$ cat src/rtl/pwr_gate_seq.sv
module pwr_gate_seq #(
  parameter logic [15:0] KEY = 16'hCAFE,
  parameter int SETTLE_CYC = 250000,
  parameter int GAP_CYC = 2
) (
  input  logic        clk,
  input  logic        rst_n,
  input  logic        bus_valid,
  input  logic        bus_write,
  input  logic [1:0]  bus_addr,
  input  logic [31:0] bus_wdata,
  output logic [31:0] bus_rdata,
  input  logic        wake_req,
  output logic        sw_open,
  output logic        rst_assert,
  output logic        iso_en,
  output logic        clk_stop,
  output logic [1:0]  dom_state
);
  localparam int CW = $clog2(SETTLE_CYC + GAP_CYC + 2);

  typedef enum logic [1:0] {ST_ON = 2'd0, ST_DOWN = 2'd1, ST_OFF = 2'd2, ST_UP = 2'd3} st_t;

  st_t          state;
  logic [3:0]   ovr, val, hw, drv;
  logic         auto_en, hw_en, force_on;
  logic [1:0]   step;
  logic [CW-1:0] cnt;

  wire wr      = bus_valid & bus_write & (bus_wdata[31:16] == KEY);
  wire auto_on = auto_en & hw_en & (ovr == 4'd0);
  wire start   = wr & (bus_addr == 2'd2) & bus_wdata[0];

  always_ff @(posedge clk or negedge rst_n) begin
    if (!rst_n) begin
      ovr <= '0; val <= '0;
      auto_en <= 1'b0; hw_en <= 1'b0; force_on <= 1'b0;
      state <= ST_OFF; hw <= 4'hF; step <= '0; cnt <= '0;
    end else begin
      if (wr && bus_addr == 2'd0) {val, ovr} <= bus_wdata[7:0];
      if (wr && bus_addr == 2'd1) {force_on, hw_en, auto_en} <= bus_wdata[2:0];
      case (state)
        ST_ON: if (start && auto_on && !force_on) begin
          state <= ST_DOWN; step <= '0; cnt <= '0;
        end
        ST_OFF: if (wake_req && auto_on) begin
          state <= ST_UP; step <= '0; cnt <= '0;
        end
        ST_DOWN:
          if (cnt != '0) cnt <= cnt - 1'b1;
          else begin
            hw[step] <= 1'b1;
            if (step == 2'd3) state <= ST_OFF;
            else begin step <= step + 1'b1; cnt <= CW'(GAP_CYC); end
          end
        ST_UP:
          if (cnt != '0) cnt <= cnt - 1'b1;
          else begin
            hw[2'd3 - step] <= 1'b0;
            if (step == 2'd3) state <= ST_ON;
            else begin
              step <= step + 1'b1;
              cnt  <= (step == 2'd0) ? CW'(SETTLE_CYC) : CW'(GAP_CYC);
            end
          end
        default: state <= ST_OFF;
      endcase
    end
  end

  assign drv = (ovr & val) | (~ovr & hw);
  assign clk_stop   = drv[0];
  assign iso_en     = drv[1];
  assign rst_assert = drv[2];
  assign sw_open    = drv[3];
  assign dom_state  = state;

  always_comb begin
    case (bus_addr)
      2'd0:    bus_rdata = {24'h0, val, ovr};
      2'd1:    bus_rdata = {29'h0, force_on, hw_en, auto_en};
      2'd3:    bus_rdata = {30'h0, state};
      default: bus_rdata = 32'h0;
    endcase
  end
endmodule

$ cat config.mk
export PLATFORM = sky130hd
export DESIGN_NAME = pwr_gate_seq
export DESIGN_NICKNAME = d
export VERILOG_FILES = /design/src/rtl/pwr_gate_seq.sv
export SDC_FILE = /design/constraint.sdc
export NUM_CORES = 1
export LEC_CHECK = 0
export BUFFER_PORTS_ARGS = -buffer_cell sky130_fd_sc_hd__clkbuf_2
export CORE_MARGIN = 2
export CORE_UTILIZATION = 52
export DETAILED_ROUTE_END_ITERATION = 10
export GPL_ROUTABILITY_DRIVEN = 1
export GPL_TIMING_DRIVEN = 0
export MAX_ROUTING_LAYER = met4
export PLACE_DENSITY = 0.81
export REMOVE_ABC_BUFFERS = 1
export SKIP_LAST_GASP = 1
export SLEW_MARGIN = 20
export SYNTH_ARGS = -nofsm -noshare
export SYNTH_HDL_FRONTEND = slang
export SYNTH_SLANG_ARGS = --single-unit
$ cat constraint.sdc
create_clock -name clk -period 3.24 [get_ports clk]
set_input_delay 0.648 -clock clk [delete_from_list [all_inputs] [get_ports clk]]
set_output_delay 0.648 -clock clk [all_outputs]
set_load 0.05 [all_outputs]
* Word level (Yosys, flattened, before mapping)
Index checks and enable logic that the tools add are counted.
Word-level totals: bits in registers 37, input port bits 39, output and inout port bits 38, logic and storage cells 94
Cells by class: add/sub/neg operators 3, magnitude comparators 4, equal/unequal tests 18, mux-type cells 28, bitwise operators 13, reductions and logical operators 19
Operator list (count):
- $mux 18 | 7
- $pmux 18 s4 | 1
- $pmux 8 s3 | 1
- $mux 2 | 10
- $reduce_bool 18->1 | 1
- $sub 18x1->18 const B | 1
- $eq 16x16->1 const B | 1
- $ne 2x2->1 const B | 8
- $and 4x4->4 | 3
- $eq 2x2->1 const B | 5
- $mux 4 | 2
- $not 4->4 | 2
- $or 4x4->4 | 2
- $pmux 2 s4 | 1
- $pmux 4 s2 | 1
- $reduce_and 4->1 | 2
- $logic_and 1x1->1 | 7
- $and 1x1->1 | 6
- $logic_not 2->1 | 3
- $lt 2x3->1 const B | 2
- $ne 3x3->1 const B | 2
- $pmux 2 s3 | 1
- $reduce_and 6->1 | 1
- $demux 1 s2 | 2
- 10 further kinds | 13

* Depth between registers and ports, before layout
word-level depth 9, mapped depth 9, depth with buffers taken out 7

* Worst setup path before layout
Ideal clock, no wire load.
kind in2out, start in bus_addr[0], end out bus_rdata[0], arrival time 2115 ps, data required time 2592 ps, path slack 477 ps, stages on the path 3, path buffers 1, path through clkbuf_1 -> mux2i_1 -> o21ai_0
Between the ends: cells in the longest elaborated chain, start to end 2, elaborated cells on any way between the ends 4, classes of those cells eq/ne (2); mux (1); reduce/logical (1)
Ends and longest elaborated chain:
- start, declared | RTL line 10 | input logic [1:0] bus_addr,
- $eq 2x2->1 (tied with other cells) | RTL line 79 | case (bus_addr)
- $pmux 8 s3 * | RTL line 79
- end, declared | RTL line 12 | output logic [31:0] bus_rdata,
Mark *: on every way between the ends. The rest lies on a longest branch, timed or not.

* Final worst setup path
start in bus_wdata[28], end reg cnt[16]
Between the ends: cells in the longest elaborated chain, start to end 8
Ends and longest elaborated chain:
- start, declared | RTL line 11 | input logic [31:0] bus_wdata,
- $eq 16x16->1 | RTL line 30 | wire wr = bus_valid & bus_write & (bus_wdata[31:16] == KEY);
- $and 1x1->1 | RTL line 30
- $and 1x1->1 (2 in a row) | RTL line 32 | wire start = wr & (bus_addr == 2'd2) & bus_wdata[0];
- $logic_and 1x1->1 (2 in a row) | RTL line 43 | ST_ON: if (start && auto_on && !force_on) begin
- $ne 2x2->1 (no source line)
- $reduce_and 4->1 (no source line)
- end signal, assigned | RTL line 50 | if (cnt != '0) cnt <= cnt - 1'b1;
- end signal, assigned | RTL line 54 | else begin step <= step + 1'b1; cnt <= CW'(GAP_CYC); end
- end signal, assigned | RTL line 57 | if (cnt != '0) cnt <= cnt - 1'b1;
- end, declared | RTL line 28 | logic [CW-1:0] cnt;
Every way passes these cells. A chain may end at the register's enable or synchronous reset.

==> out/results.ini <==
[placement]
dpl.hpwl_um = 4090
portBuffers = 44
place_congestion = 0.864
dpl-instance-area_sq_mm = 0.00269
dp_slack_ps = 124
place_inst = 361

[critical_path]
cpPeakStageDelay_ps = 780
cp_slowest_cell = o41a_1
cp.required_ps = 3440
criticalPathCategory = input pin to flop
critPathTopFamily = simple AND/OR/NAND/NOR gates
start_kind = input pin
path_buf_inv = 1
path_cells = clkbuf_2 > and4bb_1 > or4b_1 > o41a_1 > or4_1 > a22oi_1
end_kind = flop
path_max_fanout = 23
arrival_ps = 3030

[sta]
hold_ws_ps = 477
slew_headroom = 0.386
layout_min_cycle_time_ps = 2830
drv_slew = 0
fin_worst_skew_ps = 10.7
fin_crit_sh = 0.873
fmax_mhz = 354
worst_pin_slew_ps = 921
layout_setup_ws_ps = 411
setup_violations = 0
grt_setup_unrepaired = no
hold_viol = 0

[clocking]
clk_pin_slew_worst_paths_ps = 80
ctsHoldBuffers = 0
cts_buffers = 5
clk_path_buf_depth = 2
postCtsSetupBuffers = 0
htreeDepth = 2
clock_sinks = 37
cts_resized = 0
cts_tree = done
insertion_delay_ps = 290
cts-root-buf = clkbuf_8

[final_layout]
instances_no_fill = 369
areaGrowthSynthToFinish_pct = 10.5
design_area_sq_mm = 0.00279
nets = 362
final_util = 0.594
diodes = 0
drive_gt1_frac = 0.254

[logic_synthesis]
synth_top_cell_area_share = 0.318
syn_inst = 272
synthAdderAreaFrac = 0.0447
muxShareOfSynthArea = 0.0873
ys_seq_area_frac = 0.370
ys_ff_latch = 37
synth-edff-count = 0
synth_area_sq_mm = 0.00252
synth_top_area_cell = dfrtp_1
synth.avg_cell_area_sq_um = 9.27
synth-compound-area-share = 0.174
synth_commonest_cells = 32 x dfrtp_1, 24 x buf_4, 17 x nand2_1, 16 x mux2_2
synth_ff_type = dfrtp_1
synthSimpleGateAreaFrac = 0.215
synth_most_common_cell = dfrtp_1
synth.area.top_cells = dfrtp_1 32%, buf_4 7.1%, mux2_2 7.1%
async_flop_share = 1.00
synthXorXnorAreaFrac = 0
yosysWarnings = 0
synth_top_family_by_area = simple AND/OR/NAND/NOR gates
synth.distinct_cells = 53

[route]
vias = 2176
wl_um = 5520
drt-initial-drc-count = 100
via_per_inst = 5.90
remaining_drc_errors = 0
wire_per_inst_um = 15.0
final_antenna_net_count = 0
first_pass_iters = 4

[global_route]
grt_pass1_wl_um = 9050
grt_max_degree = 38
gr-max-usage-layer = met2
met1_usage = 0.266
antenna_found_initial = 0
met2_usage = 0.364
grt_usage = 0.219
grt_use_met3 = 0.0384
grt_overflow = 0
grt_pass1_vias = 2006

[power_and_ir_drop]
powerDensity_mw_per_mm2 = 324
peakVddDrop_mv = 0.303
leakagePower_nw = 1.28

[floorplanning]
die_h_um = 73.6
start_util = 0.537
die_x_um = 73.6
dieArea_sq_mm = 0.00542
ios = 77
num_rows = 25
coreArea_sq_mm = 0.00469

[run]
max-cap-violations = 0

[outcome]
status = finished, final reports clean

[min_path]
min_path_type = input pin to async pin

power by group:
part           internal [mW]  switching, mW
sequential             0.462       0.000226
clock                  0.172          0.170
combinational         0.0165         0.0801
routing by layer:
layer	share of wire	vias up
met5	0	-
met4	0.014	0
met3	0.055	11
met2	0.50	75
met1	0.43	1036
li1	-	1054
worst reg2reg max path: stages (launching register included):
cell and delay [ps]:
dfrtp_1 430, nor4b_1 500, nand2_1 170, o41a_1 760, or4_1 620, a22oi_1 170
cell type report:
| cell class | instances | area (sq um) |
|---|---|---|
| Multi-Input combinational cell | 212 | 1420 |
| Sequential cell | 37 | 932 |
| Tap cell | 54 | 67.6 |
| Timing Repair Buffer | 45 | 225 |
| Clock buffer | 6 | 82.6 |
| Fill cell | 406 | 1910 |
| Inverter | 13 | 48.8 |
| Clock inverter | 2 | 13.8 |
per-stage QoR:
| stage | setup TNS, ps | total power [mW] |
|---|---|---|
| 2_1_floorplan | 0 | 0.537 |
| 3_3_place_gp | -11430 | 0.567 |
| 3_5_place_dp | 0 | 0.568 |
| 4_1_cts | 0 | 0.908 |
| 5_1_grt | 0 | 0.941 |
| 6_report | 0 | 0.901 |
logic make-up (layout without fill, tap and decap cells):
group | count (synthesis) | after routing
adders and majority gates | 9 | 9
and+or+nand+nor | 96 | 96
AOI/OAI and AO/OA | 63 | 63
muxes | 20 | 20
other | 1 | 24
DFF | 37 | 37
buffers and inverters | 46 | 66
final timing paths:
path | from | to | slack [ps] | depth (start not counted)
min in group clk | hw[0]$_DFFE_PN1P_ | hw[0]$_DFFE_PN1P_ | 490 | 1
hold reg to reg | hw[0]$_DFFE_PN1P_ | hw[0]$_DFFE_PN1P_ | 490 | 1
max in group asynchronous | rst_n | cnt[6]$_DFFE_PN0P_ | 2190 | 1
hold / removal | rst_n | cnt[1]$_DFFE_PN0P_ | 480 | 1
setup / recovery | bus_wdata[28] | cnt[16]$_DFFE_PN0P_ | 410 | 6
setup reg to reg | ovr[2]$_DFFE_PN0P_ | cnt[16]$_DFFE_PN0P_ | 500 | 5
flip-flops by register name (all words and copies together) (netlist names):
name / flops
cnt: 18
hw: 4
ovr: 4
val: 4
dom_state: 2
step: 2
auto_en: 1
force_on: 1
hw_en: 1
cells in the final DEF (no fill, tap or decap), drive strengths merged, types with 6 or more instances in the layout:
master	synthesis	final
a21oi	10	10
a31oi	9	9
and2	7	7
clkbuf	7	50
conb	1	24
dfrtp	32	32
ha	9	9
inv	13	13
mux2	16	16
nand2	17	17
nand3	8	8
nand4	6	6
nor2	11	11
nor3	13	13
o21ai	7	7
No activity file was read; power rests on OpenSTA's default activity.
